$ cat src/rtl/pmask_pkg.sv
package pmask_pkg;
  localparam int XLEN       = 64;
  localparam int NUM_INT    = 3;
  localparam int CR_FIELDS  = 128;
  localparam int SEL_W      = 3;

  typedef struct packed {
    logic [1:0] bit_idx;
    logic       expect_val;
  } cr_test_t;
endpackage

$ cat src/rtl/pmask_cr_decode.sv
module pmask_cr_decode
  import pmask_pkg::*;
(
  input  logic [SEL_W-1:0] sel,
  output cr_test_t         test
);
  always_comb begin
    unique case (sel)
      3'd0: test = '{bit_idx: 2'd0, expect_val: 1'b1};
      3'd1: test = '{bit_idx: 2'd0, expect_val: 1'b0};
      3'd2: test = '{bit_idx: 2'd1, expect_val: 1'b1};
      3'd3: test = '{bit_idx: 2'd1, expect_val: 1'b0};
      3'd4: test = '{bit_idx: 2'd2, expect_val: 1'b1};
      3'd5: test = '{bit_idx: 2'd2, expect_val: 1'b0};
      3'd6: test = '{bit_idx: 2'd3, expect_val: 1'b1};
      default: test = '{bit_idx: 2'd3, expect_val: 1'b0};
    endcase
  end
endmodule

$ cat src/rtl/pmask_int_pick.sv
module pmask_int_pick
  import pmask_pkg::*;
#(
  parameter int W      = XLEN,
  parameter int NREGS  = NUM_INT,
  parameter int ELEM_W = $clog2(W)
) (
  input  logic [SEL_W-1:0]  sel,
  input  logic [ELEM_W-1:0] elem,
  input  logic [NREGS*W-1:0] regs,
  output logic              bit_out
);
  logic [1:0]   reg_no;
  logic         hit_reg;
  logic [W-1:0] value;

  assign reg_no = sel[2:1];

  always_comb begin
    value   = '0;
    hit_reg = 1'b0;
    for (int k = 0; k < NREGS; k++) begin
      if (reg_no == 2'(k)) begin
        value   = regs[k*W +: W];
        hit_reg = 1'b1;
      end
    end
    bit_out = hit_reg ? (value[elem] ^ sel[0]) : 1'b1;
  end
endmodule

$ cat src/rtl/pmask_lane.sv
module pmask_lane
  import pmask_pkg::*;
#(
  parameter int W       = XLEN,
  parameter int NREGS   = NUM_INT,
  parameter int NFIELDS = CR_FIELDS,
  parameter int ELEM_W  = $clog2(W),
  parameter int FLD_W   = $clog2(NFIELDS)
) (
  input  logic               cr_mode,
  input  logic [SEL_W-1:0]   sel,
  input  logic [FLD_W-1:0]   base,
  input  logic [ELEM_W-1:0]  elem,
  input  logic [NFIELDS*4-1:0] cr_file,
  input  logic [NREGS*W-1:0] int_regs,
  output logic               bit_out
);
  cr_test_t           test;
  logic [FLD_W-1:0]   fld;
  logic [FLD_W+1:0]   pos;
  logic               cr_bit;
  logic               int_bit;

  pmask_cr_decode u_dec (.sel(sel), .test(test));

  pmask_int_pick #(.W(W), .NREGS(NREGS), .ELEM_W(ELEM_W)) u_int (
    .sel(sel), .elem(elem), .regs(int_regs), .bit_out(int_bit)
  );

  assign fld     = base + FLD_W'(elem);
  assign pos     = {fld, ~test.bit_idx};
  assign cr_bit  = cr_file[pos];
  assign bit_out = cr_mode ? (cr_bit == test.expect_val) : int_bit;
endmodule

$ cat src/rtl/pmask_gen.sv
module pmask_gen
  import pmask_pkg::*;
#(
  parameter int W       = XLEN,
  parameter int NREGS   = NUM_INT,
  parameter int NFIELDS = CR_FIELDS,
  parameter int VL_W    = $clog2(W + 1),
  parameter int FLD_W   = $clog2(NFIELDS)
) (
  input  logic                 clk,
  input  logic                 rst,
  input  logic                 start,
  input  logic                 pred_mode,
  input  logic                 twin_pred,
  input  logic [SEL_W-1:0]     src_sel,
  input  logic [SEL_W-1:0]     dst_sel,
  input  logic [VL_W-1:0]      vec_len,
  input  logic [FLD_W-1:0]     cr_base,
  input  logic [NFIELDS*4-1:0] cr_file,
  input  logic [NREGS*W-1:0]   int_regs,
  output logic [W-1:0]         src_mask,
  output logic [W-1:0]         dst_mask,
  output logic                 done
);
  localparam int ELEM_W = $clog2(W);
  localparam int NLANE  = 2;

  logic               mode_q;
  logic               twin_q;
  logic [SEL_W-1:0]   sel_q [NLANE];
  logic [VL_W-1:0]    vl_q;
  logic [FLD_W-1:0]   base_q;
  logic [VL_W-1:0]    elem_q;
  logic               busy;
  logic [VL_W-1:0]    vl_eff;
  logic [NLANE-1:0]   lane_bit;

  assign vl_eff = (vec_len > VL_W'(W)) ? VL_W'(W) : vec_len;

  // lane 0 = destination, lane 1 = source
  for (genvar g = 0; g < NLANE; g++) begin : g_lane
    pmask_lane #(.W(W), .NREGS(NREGS), .NFIELDS(NFIELDS)) u_lane (
      .cr_mode (mode_q),
      .sel     (sel_q[g]),
      .base    (base_q),
      .elem    (elem_q[ELEM_W-1:0]),
      .cr_file (cr_file),
      .int_regs(int_regs),
      .bit_out (lane_bit[g])
    );
  end

  always_ff @(posedge clk) begin
    if (rst) begin
      mode_q   <= 1'b0;
      twin_q   <= 1'b0;
      sel_q[0] <= '0;
      sel_q[1] <= '0;
      vl_q     <= '0;
      base_q   <= '0;
      elem_q   <= '0;
      busy     <= 1'b0;
      done     <= 1'b0;
      src_mask <= '0;
      dst_mask <= '0;
    end else begin
      done <= 1'b0;
      if (start) begin
        mode_q   <= pred_mode;
        twin_q   <= twin_pred;
        sel_q[0] <= dst_sel;
        sel_q[1] <= twin_pred ? src_sel : dst_sel;
        vl_q     <= vl_eff;
        base_q   <= cr_base;
        elem_q   <= '0;
        src_mask <= '0;
        dst_mask <= '0;
        busy     <= (vl_eff != '0);
        done     <= (vl_eff == '0);
      end else if (busy) begin
        dst_mask[elem_q[ELEM_W-1:0]] <= lane_bit[0];
        src_mask[elem_q[ELEM_W-1:0]] <= lane_bit[1];
        elem_q <= elem_q + 1'b1;
        if (elem_q == vl_q - 1'b1) begin
          busy <= 1'b0;
          done <= 1'b1;
        end
      end
    end
  end
endmodule

$ cat config.mk
export PLATFORM = sky130hd
export DESIGN_NAME = pmask_gen
export DESIGN_NICKNAME = d
export VERILOG_FILES = /design/src/rtl/pmask_pkg.sv /design/src/rtl/pmask_cr_decode.sv /design/src/rtl/pmask_int_pick.sv /design/src/rtl/pmask_lane.sv /design/src/rtl/pmask_gen.sv
export SDC_FILE = /design/constraint.sdc
export NUM_CORES = 1
export LEC_CHECK = 0
export ABC_AREA = 1
export BUFFER_PORTS_ARGS = -buffer_cell sky130_fd_sc_hd__buf_2
export CORE_AREA = 4 4 327 329
export CTS_BUF_LIST = sky130_fd_sc_hd__clkbuf_4 sky130_fd_sc_hd__clkbuf_8 sky130_fd_sc_hd__clkbuf_16
export DETAILED_ROUTE_END_ITERATION = 8
export DIE_AREA = 0 0 331 333
export PLACE_DENSITY = 0.37
export SYNTH_ARGS = -nofsm -noshare
export SYNTH_HDL_FRONTEND = slang
export SYNTH_SLANG_ARGS = --single-unit
$ cat constraint.sdc
create_clock -name clk -period 6.2 [get_ports clk]
set_input_delay 0.93 -clock clk [delete_from_list [all_inputs] [get_ports clk]]
set_output_delay 0.93 -clock clk [all_outputs]
set_load 0.05 [all_outputs]
==> impl_results.md, run 1 <==
- Post-Synth Adder-Cell Area: 0.586%
- Clk_skew: about 18 ps
- Worst Path Class, Setup: flip-flop to flip-flop
- Max_slew headroom: 36.0%
- Pwr per Cell Area: 161 nW/um^2
- Drt pass-1 iters: 7
- Hold endpoint: base_q[5]$_SDFFE_PP0P_
- Post-synthesis mux area share: 0%
- Final hold slack: between 400 and 500 ps
- Synth top cells by count: nor2_1, nand2_1, nand3_1
- Fin. max-slew vios: 0
- Top achievable clock speed: approximately 210 MHz
- Comb pwr share: 48.8%
- NetSw: around 2.0 mW
- Final core occ: ~26%
- H-tree levels: 4
- Static leakage: 14.3 nW
- CP Launch Type: flip-flop
- Post-CTS Setup Inserts: 0
- Post-synth top area cell: nor2_1
- YS warnings: 0
- Clock network power share: between 20 and 30%
- Final hold vios: 0
- Root buffer cell: clkbuf_16
- Num rows: around 120
- Routability cong.: between 0.9 and 1
- Post-synth top area share: roughly 22%
- Start point of the critical path: elem_q[0]$_SDFFE_PP0P_
- # Max-Cap Violations: 0
- Initial DRC count: roughly 2700
- Top_reg_cell synth: dfxtp_1
- Number of synthesized flops with an enable pin: 6
- Setup crit end kind: flip-flop
- Period minus WS final: about 4700 ps
- First-pass GRT wire length: 215 mm
- CP max-delay cell: fa_4
- Final Cycle Share: 76.0%
- Reg area: between 3000 and 4000 sq um
- Routed WL: around 150 mm
- Netlist cell types: 44
- Top-count cell post-synth: nor2_1
- Setup TNS: 0 ps
- Die width: 331 um
- Power share of the sequential group: about 24%
- Top Ports: approximately 860
- Drc violations: 0
- Final instance area: ~27000 sq um
- CP Max Fanout: 33
- Top cell by count, worst path: nand3_1
- Core area: 103000 sq um
- Worst R2R Start: elem_q[0]$_SDFFE_PP0P_
- GRT Total Usage: a little over a quarter
- Buffers and inverters on the worst path: 5
- VDD IR max: 166 uV
- Worst EP arrival: between 5000 and 6000 ps
- Mapped Cells: between 4000 and 5000
- Mapped Nets: between 4000 and 5000
- NumNets Final: about 5500
- Hold path cells: 2
- Syn_area_per_cell: 5.01 sq um
- Synth top area cells: nor2_1, dfxtp_1, nand3_1
- Die span in y: ~330 um
- Crit path cell chain: ha_4 > fa_4 > inv_2 > buf_12 > o21ai_0 > inv_1 > nand2_1 > nand3_1 > nand3_1 > nand3_1 > nand3_1 > nand3_1 > nand3_1 > nand3_1 > nand3_2 > buf_4 > nand3_1 > nand2_1 > inv_1
- Cell family with most CP delay: simple AND/OR/NAND/NOR gates
- Vias/cell: ~4.9
- Buffers on Ports: about 860
- Synth Area in XOR/XNOR: 0.757%
- Async SR Flop Fraction: 0%
- Sequential area share after synthesis: between 15 and 20%
- Min-delay src: base_q[5]$_SDFFE_PP0P_
- Clk_lat worst skew: ~430 ps
- Clk buf depth: 2
- Area of the multi-input gates: between 10000 and 15000 sq um
- Largest family of logic cells by synthesized area: simple AND/OR/NAND/NOR gates
- Length in cells of the worst reg-to-reg path: 19
- Initial Util: about 20%
- HPWL after detailed placement: 118 mm
- Final setup viols: 0
- Measured slew at the worst slew-check pin: 961 ps
- RSZ-0062 raised after global routing: no
- Proportion of layout cells with a drive suffix above 1: about 22%
- Status: finished clean
- #FFs+latches synth: around 160
- Largest net degree at the start of global routing: 83
- Vias in the first global route: 29300
- Clock-pin slew on the worst setup and hold paths: around 70 ps
- GRT overflow: 0
- Netlist Area Pre-Place: slightly above 20000 sq um
- Syn-to-layout area delta: 31.3%
- Filler cells: 12200
- # resized after CTS: 0
- Num CTS Buffers: 17
- Die area: 110000 sq um
- Reg2Reg Setup Slack: ~1500 ps
- WL per Instance: approximately 25 um
- Dpl cell area: about 26000 sq um
- RR Endpoint: src_mask[12]$_SDFFE_PP0P_
- Hold WC Path Type: flip-flop to flip-flop
- Via count: 30600
- Post-synthesis simple-gate area fraction: a little over half
- CTS tree: done
- WP data required: ~6600 ps
- CP peak stage delay: around 810 ps
- Net Sw Frac: between 40% and 50%
- CTS Hold Buffers Added: 0
- Post-route ant nets: 0
- Internal: between 2 and 2.5 mW
- Post-synthesis compound-gate area fraction: between 10 and 15%
- Clk sinks: between 150 and 200
- Initial antenna violation count: 73
flip-flops by register name, indices dropped and copies added, names as in the netlist:
name,count
busy,1
src_mask,64
base_q,7
dst_mask,64
sel_q,6
vl_q,7
elem_q,7
mode_q,1
done,1
kinds of logic (layout without fill, tap and decap cells):
logic type | after synthesis | after routing
flip-flops | 158 | 158
XOR/XNOR | 16 | 16
adder cells (fa/ha/maj) | 9 | 9
AND/OR/NAND/NOR | 2688 | 2688
AO/OA/AOI/OAI | 491 | 491
other | 0 | 41
buffers and inverters | 728 | 1434
through the flow:
step	std cells	setup slack (ps)	total power, mW
after detailed placement	6144	1460	3.17
after CTS	6176	1440	4.35
after global placement	6144	1520	3.18
final	6217	1490	4.33
after floorplan	4090	3210	2.21
after global routing	6209	1170	4.58
worst max-delay path by stage:
stage | endpoint | slack (ps) | depth (start not counted)
floorplan | dst_mask[47]$_SDFFE_PP0P_ | 3210 | 18
global placement | src_mask[10]$_SDFFE_PP0P_ | 1520 | 19
detailed placement | src_mask[1]$_SDFFE_PP0P_ | 1460 | 18
CTS | src_mask[9]$_SDFFE_PP0P_ | 1440 | 18
global route | src_mask[60]$_SDFFE_PP0P_ | 1170 | 19
finish | src_mask[12]$_SDFFE_PP0P_ | 1490 | 19
cells in the final DEF, fill, tap and decap left out, drive strengths merged:
| cell | Yosys | routed |
|---|---|---|
| a2111oi | 1 | 1 |
| a211oi | 1 | 1 |
| a21o | 1 | 1 |
| a21oi | 207 | 207 |
| a22oi | 1 | 1 |
| a31oi | 1 | 1 |
| buf | 184 | 946 |
| bufinv | 0 | 3 |
| clkbuf | 88 | 20 |
| clkinv | 1 | 5 |
| clkinvlp | 0 | 1 |
| dfxtp | 152 | 152 |
| diode | 0 | 41 |
| edfxtp | 6 | 6 |
| fa | 1 | 1 |
| ha | 8 | 8 |
| inv | 455 | 459 |
| nand2 | 770 | 770 |
| nand3 | 605 | 605 |
| nand4 | 53 | 53 |
| nor2 | 1214 | 1214 |
| nor3 | 14 | 14 |
| o211ai | 1 | 1 |
| o21a | 3 | 3 |
| o21ai | 143 | 143 |
| o21bai | 2 | 2 |
| o221ai | 77 | 77 |
| o22ai | 50 | 50 |
| o31ai | 2 | 2 |
| o32ai | 1 | 1 |
| or2 | 32 | 32 |
| xnor2 | 4 | 4 |
| xor2 | 12 | 12 |
worst reg2reg max path, stage by stage (launching register included):
cell and delay, ps:
dfxtp_1 580, ha_4 200, fa_4 810, inv_2 430
buf_12 270, o21ai_0 180, inv_1 70, nand2_1 50
nand3_1 60, nand3_1 70, nand3_1 110, nand3_1 70
nand3_1 90, nand3_1 180, nand3_1 160, nand3_2 580
buf_4 520, nand3_1 110, nand2_1 70, inv_1 50
final cells by class:
type | instances | area share (%)
diodes | 41 | 0.382
well taps | 1380 | 6.42
multi-input cells | 3204 | 53.5
inverters | 456 | 6.41
repair buffers | 946 | 18.9
clock inverters | 12 | 0.642
flip-flops and latches | 158 | 12.0
clock buffers | 20 | 1.75
power by group through the flow:
stage               Combinational, mW  Sequential (mW)  Clock (mW)
finish                           2.11             1.05        1.17
global route                     2.30             1.05        1.23
CTS                              2.11             1.05        1.20
detailed placement               2.10             1.07           0
global placement                 2.11             1.07           0
floorplan                        1.15             1.06           0
layer usage:
| metal | global-route usage, % | vias up | wire length (um) |
|---|---|---|---|
| li1 | - | 14500 | - |
| met1 | 33.0 | 14400 | 63500 |
| met2 | 44.9 | 1421 | 73100 |
| met3 | 4.55 | 255 | 11000 |
| met4 | 10.3 | 26 | 5970 |
| met5 | 0 | - | 193 |
Note: power is estimated with default switching activity, not from simulation.
==> run 2, diff against run 1 <==
- CORE_AREA: 4 4 327 329 -> 4 4 328 330
- DIE_AREA: 0 0 331 333 -> 0 0 332 334
- PLACE_DENSITY: 0.37 -> 0.38
- clock period: 6.2 -> 4.05 ns (I/O delays scaled with it)
==> run 2 against run 1 <==
Cell count up 0.47%. Critical path depth down 3. Setup slack worse by 1100 ps. Critical endpoint is now src_mask[22]$_SDFFE_PP0P_. Largest cell class unchanged. Highest routed layer unchanged.
==> impl_results.md, run 2 (synthesis results as in run 1) <==
- Clock-pin slew on the worst setup and hold paths: 60 ps (was 70 ps)
- Final Cycle Share: 91.5% (was 76.0%)
- NetSw: 2.97 mW (was 1.95 mW)
- Clock network power share: 26.1% (was 27.0%)
- Pwr per Cell Area: 243 nW/um^2 (was 161 nW/um^2)
- WL met2: 71.8 mm (was 73.1 mm)
- Setup TNS: 0 ps (unchanged)
- Initial Util: 19.5% (was 19.8%)
- Period minus WS final: 3710 ps (was 4710 ps)
- Top achievable clock speed: 270 MHz (was 212 MHz)
- Num CTS Buffers: 17 (unchanged)
- Commonest non-fill, non-tap cell in the layout: nor2_1 (unchanged)
- GRT Total Usage: 25.5% (was 26.4%)
- Die width: 332 um (was 331 um)
- Num rows: 119 (was 118)
- WL per Instance: 24.1 um (was 24.7 um)
- Clk buf depth: 2 (unchanged)
- Post-CTS Setup Inserts: 0 (unchanged)
- Routed WL: 150 mm (was 154 mm)
- CP Launch Type: flip-flop (unchanged)
- CP Max Fanout: 64 (was 33)
- Fin. max-slew vios: 0 (unchanged)
- Hold WC Path Type: primary input to flip-flop (was flip-flop to flip-flop)
- Vias/cell: 4.89 (was 4.92)
- HPWL after detailed placement: 116 mm (was 118 mm)
- Setup crit end kind: flip-flop (unchanged)
- Vias in the first global route: 29000 (was 29300)
- Final instance area: 27400 sq um (was 26900 sq um)
- Clk sinks: 158 (unchanged)
- Post-route ant nets: 0 (unchanged)
- Drc violations: 0 (unchanged)
- Most frequent cells in the layout: nor2_1, buf_2, nand2_1 (unchanged)
- Measured slew at the worst slew-check pin: 834 ps (was 961 ps)
- Status: finished clean (unchanged)
- Power share of the sequential group: 24.2% (about the same)
- Met3 Wirelength: 11.7 mm (was 11.0 mm)
- Highest routed layer: met5 (unchanged)
- Worst Path Class, Setup: flip-flop to flip-flop (unchanged)
- Clk_skew: 12.8 ps (was 17.8 ps)
- Largest net degree at the start of global routing: 118 (was 83)
- RSZ-0062 raised after global routing: no (unchanged)
- Core area: 105000 sq um (was 103000 sq um)
- Internal: 3.67 mW (was 2.38 mW)
- Net Sw Frac: 44.7% (was 45.1%)
- Proportion of layout cells with a drive suffix above 1: 22.1% (was 21.7%)
- Final setup viols: 0 (unchanged)
- WL met1: 61.2 mm (was 63.5 mm)
- Via count: 30600 (about the same)
- Comb pwr share: 49.8% (was 48.8%)
- Largest regs: dst_mask x64, src_mask x64 (unchanged)
- CTS tree: done (unchanged)
- H-tree levels: 4 (unchanged)
- GRT overflow: 0 (unchanged)
- Static leakage: 14.5 nW (was 14.3 nW)
- Syn-to-layout area delta: 33.5% (was 31.3%)
- Routability cong.: 0.930 (was 0.918)
- First-pass GRT wire length: 212 mm (was 215 mm)
- Initial DRC count: 2753 (was 2749)
- NumNets Final: 5537 (was 5521)
- WP data required: 4390 ps (was 6570 ps)
- Initial antenna violation count: 66 (was 73)
- Die area: 111000 sq um (was 110000 sq um)
- Root buffer cell: clkbuf_16 (unchanged)
- # Max-Cap Violations: 0 (unchanged)
- Die span in y: 334 um (was 333 um)
- Max_slew headroom: 44.0% (was 36.0%)
- Filler cells: 12400 (was 12200)
- Drt pass-1 iters: 6 (was 7)
- Clk_lat worst skew: 440 ps (was 430 ps)
- Final hold vios: 0 (unchanged)
- Reg2Reg Setup Slack: 340 ps (was 1490 ps)
- Top Ports: 858 (unchanged)
- Buffers on Ports: 857 (unchanged)
- VDD IR max: 311 uV (was 166 uV)
- Dpl cell area: 26600 sq um (was 26100 sq um)
- Worst EP arrival: 4040 ps (was 5090 ps)
==> run 2: changes by cell type in the layout (fill, tap and decap cells not counted), moves of 2 or more <==
cell / delta
buf_12: +27
buf_4: -11
nor2_1: -3
nor2_2: +3
diode_2: +2
==> run 2: metal layers <==
layer | vias to the layer above | track usage [%]
met3 | 249 | 5.29
met5 | - | 0
li1 | 14500 | -
met1 | 14300 | 31.4
met4 | 24 | 8.19
met2 | 1430 | 44.6
==> run 2: worst max-delay path, cell delays in order, from the launching register on <==
cell	delay, ps
edfxtp_1	760
nand2_4	460
inv_1	460
nand2_1	160
nand4_1	120
nand3_1	110
nand3_1	140
nand3_1	140
nand3_1	100
nand3_1	100
nand3_1	190
nand3_1	130
nand3_2	130
buf_12	280
nand3_1	120
nand2_1	80
inv_1	30
==> run 2: area by class of cell <==
| class | count | area, sq um | area share [%] |
|---|---|---|---|
| multi-input combinational | 3204 | 14400 | 52.6 |
| sequential | 158 | 3220 | 11.8 |
| antenna | 43 | 108 | 0.393 |
| tap | 1391 | 1740 | 6.36 |
| clock buffer | 18 | 433 | 1.58 |
| clock inverter | 14 | 183 | 0.668 |
| timing repair buffer | 962 | 5550 | 20.3 |
| inverter | 456 | 1720 | 6.30 |
==> run 2: what timing repair did <==
action                     in CTS  in global routing
hold buffers                    0                  0
setup endpoints to repair       6                  0
gates resized for setup         1                  0
==> run 2: final timing paths <==
check | start | end | cells after the start
worst min register to register | base_q[4]$_SDFFE_PP0P_ | base_q[4]$_SDFFE_PP0P_ | 2
worst min-delay path | cr_base[1] | base_q[1]$_SDFFE_PP0P_ | 3
worst max-delay path | sel_q[0][4]$_SDFFCE_PN0P_ | src_mask[22]$_SDFFE_PP0P_ | 16
worst max register to register | sel_q[0][4]$_SDFFCE_PN0P_ | src_mask[22]$_SDFFE_PP0P_ | 16
==> run 2: power groups by stage <==
stage	registers [mW]	logic, mW	clock network [mW]
after floorplan	1.63	1.76	0
after global placement	1.64	3.30	0
after detailed placement	1.64	3.29	0
after CTS	1.60	3.30	1.77
after global routing	1.61	3.58	1.83
final	1.60	3.30	1.73
==> run 2: metrics by stage <==
step	hold slack [ps]	util, %	setup slack [ps]	total power, mW	instances
floorplan	455	-	1060	3.39	4090
global placement	473	25.4	17.0	4.94	6171
detailed placement	481	25.4	9.39	4.93	6171
CTS	348	26.0	274	6.67	6203
global route	362	26.1	46.2	7.02	6232
finish	361	26.1	344	6.64	6246
==> run 3, diff against run 2 <==
--- a/config.mk
+++ b/config.mk
@@ -13,4 +13,5 @@
 export DIE_AREA = 0 0 332 334
 export PLACE_DENSITY = 0.38
+export SLEW_MARGIN = 30
 export SYNTH_ARGS = -nofsm -noshare
 export SYNTH_HDL_FRONTEND = slang
==> constraint.sdc (replaced) <==
create_clock -name clk -period 4.05 [get_ports clk]
set_input_delay 0.2025 -clock clk [delete_from_list [all_inputs] [get_ports clk]]
set_output_delay 0.2025 -clock clk [all_outputs]
set_load 0.05 [all_outputs]
==> run 3 against run 2 <==
Die area stayed put. Utilization about the same. Critical path depth increased by 2. Largest cell class unchanged. Critical endpoint is now src_mask[3]$_SDFFE_PP0P_.
==> impl_results.md, run 3 (synthesis results as in run 1) <==
- Proportion of layout cells with a drive suffix above 1: 22.0% (was 22.1%)
- Net Sw Frac: 45.1% (was 44.7%)
- GRT overflow: 0 (unchanged)
- Die span in y: 334 um (unchanged)
- Clk_skew: 15.7 ps (was 12.8 ps)
- WP data required: 4380 ps (was 4390 ps)
- Buffers on Ports: 857 (unchanged)
- CP Launch Type: flip-flop (unchanged)
- Final setup viols: 0 (unchanged)
- Final Cycle Share: 87.1% (was 91.5%)
- Vias in the first global route: 29000 (about the same)
- Fin. max-slew vios: 0 (unchanged)
- Drt pass-1 iters: 6 (unchanged)
- Comb pwr share: 50.7% (was 49.8%)
- GRT Total Usage: 25.4% (was 25.5%)
- Static leakage: 14.5 nW (about the same)
- Syn-to-layout area delta: 33.6% (was 33.5%)
- Num CTS Buffers: 17 (unchanged)
- Vias/cell: 4.86 (was 4.89)
- CP max-delay cell: edfxtp_1 (unchanged)
- Setup crit end kind: flip-flop (unchanged)
- Initial DRC count: 2708 (was 2753)
- Measured slew at the worst slew-check pin: 830 ps (was 834 ps)
- CTS tree: done (unchanged)
- Top cell by count, worst path: nand3_1 (unchanged)
- Routed WL: 149 mm (was 150 mm)
- H-tree levels: 4 (unchanged)
- Top Ports: 858 (unchanged)
- Final hold vios: 0 (unchanged)
- Length in cells of the worst reg-to-reg path: 18 (was 16)
- RR Endpoint: src_mask[3]$_SDFFE_PP0P_ (was src_mask[22]$_SDFFE_PP0P_)
- Clk_lat worst skew: 440 ps (about the same)
- Max_slew headroom: 44.3% (was 44.0%)
- Post-CTS Setup Inserts: 0 (unchanged)
- WL per Instance: 23.9 um (was 24.1 um)
- Die area: 111000 sq um (unchanged)
- Top achievable clock speed: 284 MHz (was 270 MHz)
- Via count: 30400 (was 30600)
- Final core occ: 26.1% (about the same)
- Largest net degree at the start of global routing: 83 (was 118)
- Final instance area: 27400 sq um (about the same)
- RSZ-0062 raised after global routing: no (unchanged)
- Worst EP arrival: 3860 ps (was 4040 ps)
- Power share of the sequential group: 24.3% (was 24.2%)
- Commonest non-fill, non-tap cell in the layout: nor2_1 (unchanged)
- Num rows: 119 (unchanged)
- Largest regs: dst_mask x64, src_mask x64 (unchanged)
- Initial antenna violation count: 67 (was 66)
- Post-route ant nets: 0 (unchanged)
- HPWL after detailed placement: 115 mm (was 116 mm)
- Dpl cell area: 26600 sq um (about the same)
- Crit path cell chain: inv_4 > nand2_4 > buf_12 > nor2_1 > nor2_1 > nand3_1 > nand3_1 > nand3_1 > nand3_1 > nand3_1 > nand3_1 > nand3_1 > nand3_1 > nand3_2 > buf_12 > nand3_1 > nand2_1 > inv_1 (was nand2_4 > inv_1 > nand2_1 > nand4_1 > nand3_1 > nand3_1 > nand3_1 > nand3_1 > nand3_1 > nand3_1 > nand3_1 > nand3_2 > buf_12 > nand3_1 > nand2_1 > inv_1)
- Critical Path Sink: src_mask[3]$_SDFFE_PP0P_ (was src_mask[22]$_SDFFE_PP0P_)
- Internal: 3.61 mW (was 3.67 mW)
- Worst R2R Start: sel_q[0][4]$_SDFFCE_PN0P_ (unchanged)
- # Max-Cap Violations: 0 (unchanged)
- Status: finished clean (unchanged)
- Period minus WS final: 3530 ps (was 3710 ps)
- Clock-pin slew on the worst setup and hold paths: 80 ps (was 60 ps)
- NumNets Final: 5547 (was 5537)
- Start point of the critical path: sel_q[0][4]$_SDFFCE_PN0P_ (unchanged)
- Clk buf depth: 2 (unchanged)
- Die width: 332 um (unchanged)
- Root buffer cell: clkbuf_16 (unchanged)
- Clock network power share: 25.0% (was 26.1%)
- Routability cong.: 0.922 (was 0.930)
- VDD IR max: 302 uV (was 311 uV)
- Initial Util: 19.5% (unchanged)
- Pwr per Cell Area: 240 nW/um^2 (was 243 nW/um^2)
- Drc violations: 0 (unchanged)
- First-pass GRT wire length: 211 mm (was 212 mm)
- Setup TNS: 0 ps (unchanged)
- NetSw: 2.97 mW (about the same)
- CP peak stage delay: 490 ps (was 760 ps)
- Clk sinks: 158 (unchanged)
- Reg2Reg Setup Slack: 520 ps (was 340 ps)
- Worst Path Class, Setup: flip-flop to flip-flop (unchanged)
- Core area: 105000 sq um (unchanged)
- CP Max Fanout: 32 (was 64)
- Most frequent cells in the layout: nor2_1, buf_2, nand2_1 (unchanged)
- Hold WC Path Type: primary input to flip-flop (unchanged)
## run 3: cell count changes in the layout (fill, tap and decap cells not counted), moves of 2 or more
cell           previous run  this run
buf_12                   38        33
diode_2                  43        45
dlygate4sd3_1             0         8
buf_4                    67        74
clkinv_2                  1         4
inv_6                     4         2
## run 3: layer usage
layer  wire (um)  track usage, %  vias to the layer above
met4        4520            8.15                       22
li1            -               -                    14600
met5         141               0                        -
met2       71900            44.2                     1408
met1       61700            31.7                    14200
met3       11100            4.57                      212
## run 3: worst max-delay path: cells and delay by family, from the launching register on
kind          cells  cell delay [ps]
simple gates     14             1960
buf+inv           4              900
flops             1              490
## run 3: what timing repair did
| item | CTS | global route |
|---|---|---|
| endpoints found under the setup margin | 0 | 0 |
| resized for setup | 0 | 0 |
| hold buffers | 8 | 0 |
| hold endpoints to repair | 8 | 0 |
## run 3: final cells by class
class | instances | area, sq um
fill | 12300 | 77500
multi-input combinational | 3204 | 14400
timing repair buffer | 972 | 5590
sequential | 158 | 3220
tap | 1391 | 1740
inverter | 456 | 1720
clock buffer | 19 | 447
clock inverter | 13 | 140
antenna | 45 | 113
## run 3: per-stage QoR
stage	instances	hold slack, ps	setup slack (ps)	total power, mW
floorplan	4090	306	1060	3.39
global placement	6173	402	441	4.95
detailed placement	6173	397	486	4.94
CTS	6213	2.03	449	6.60
global route	6247	18.5	216	6.95
finish	6258	20.8	524	6.58
## run 3: power groups by stage
stage	registers, mW	logic (mW)	clock network, mW
after floorplan	1.63	1.76	0
after global placement	1.63	3.31	0
after detailed placement	1.63	3.30	0
after CTS	1.60	3.32	1.68
after global routing	1.60	3.61	1.75
final	1.60	3.33	1.65
## run 3: how the worst min path moves through the flow
stage,start,end,slack (ps),cells past startpoint
final,vec_len[5],vl_q[5]$_SDFFE_PP0P_,20,3
after global routing,vec_len[5],vl_q[5]$_SDFFE_PP0P_,20,3
after CTS,vec_len[5],vl_q[5]$_SDFFE_PP0P_,2,3
after detailed placement,cr_base[4],base_q[4]$_SDFFE_PP0P_,400,3
after global placement,cr_base[4],base_q[4]$_SDFFE_PP0P_,400,3
after floorplan,cr_base[0],base_q[0]$_SDFFE_PP0P_,310,2
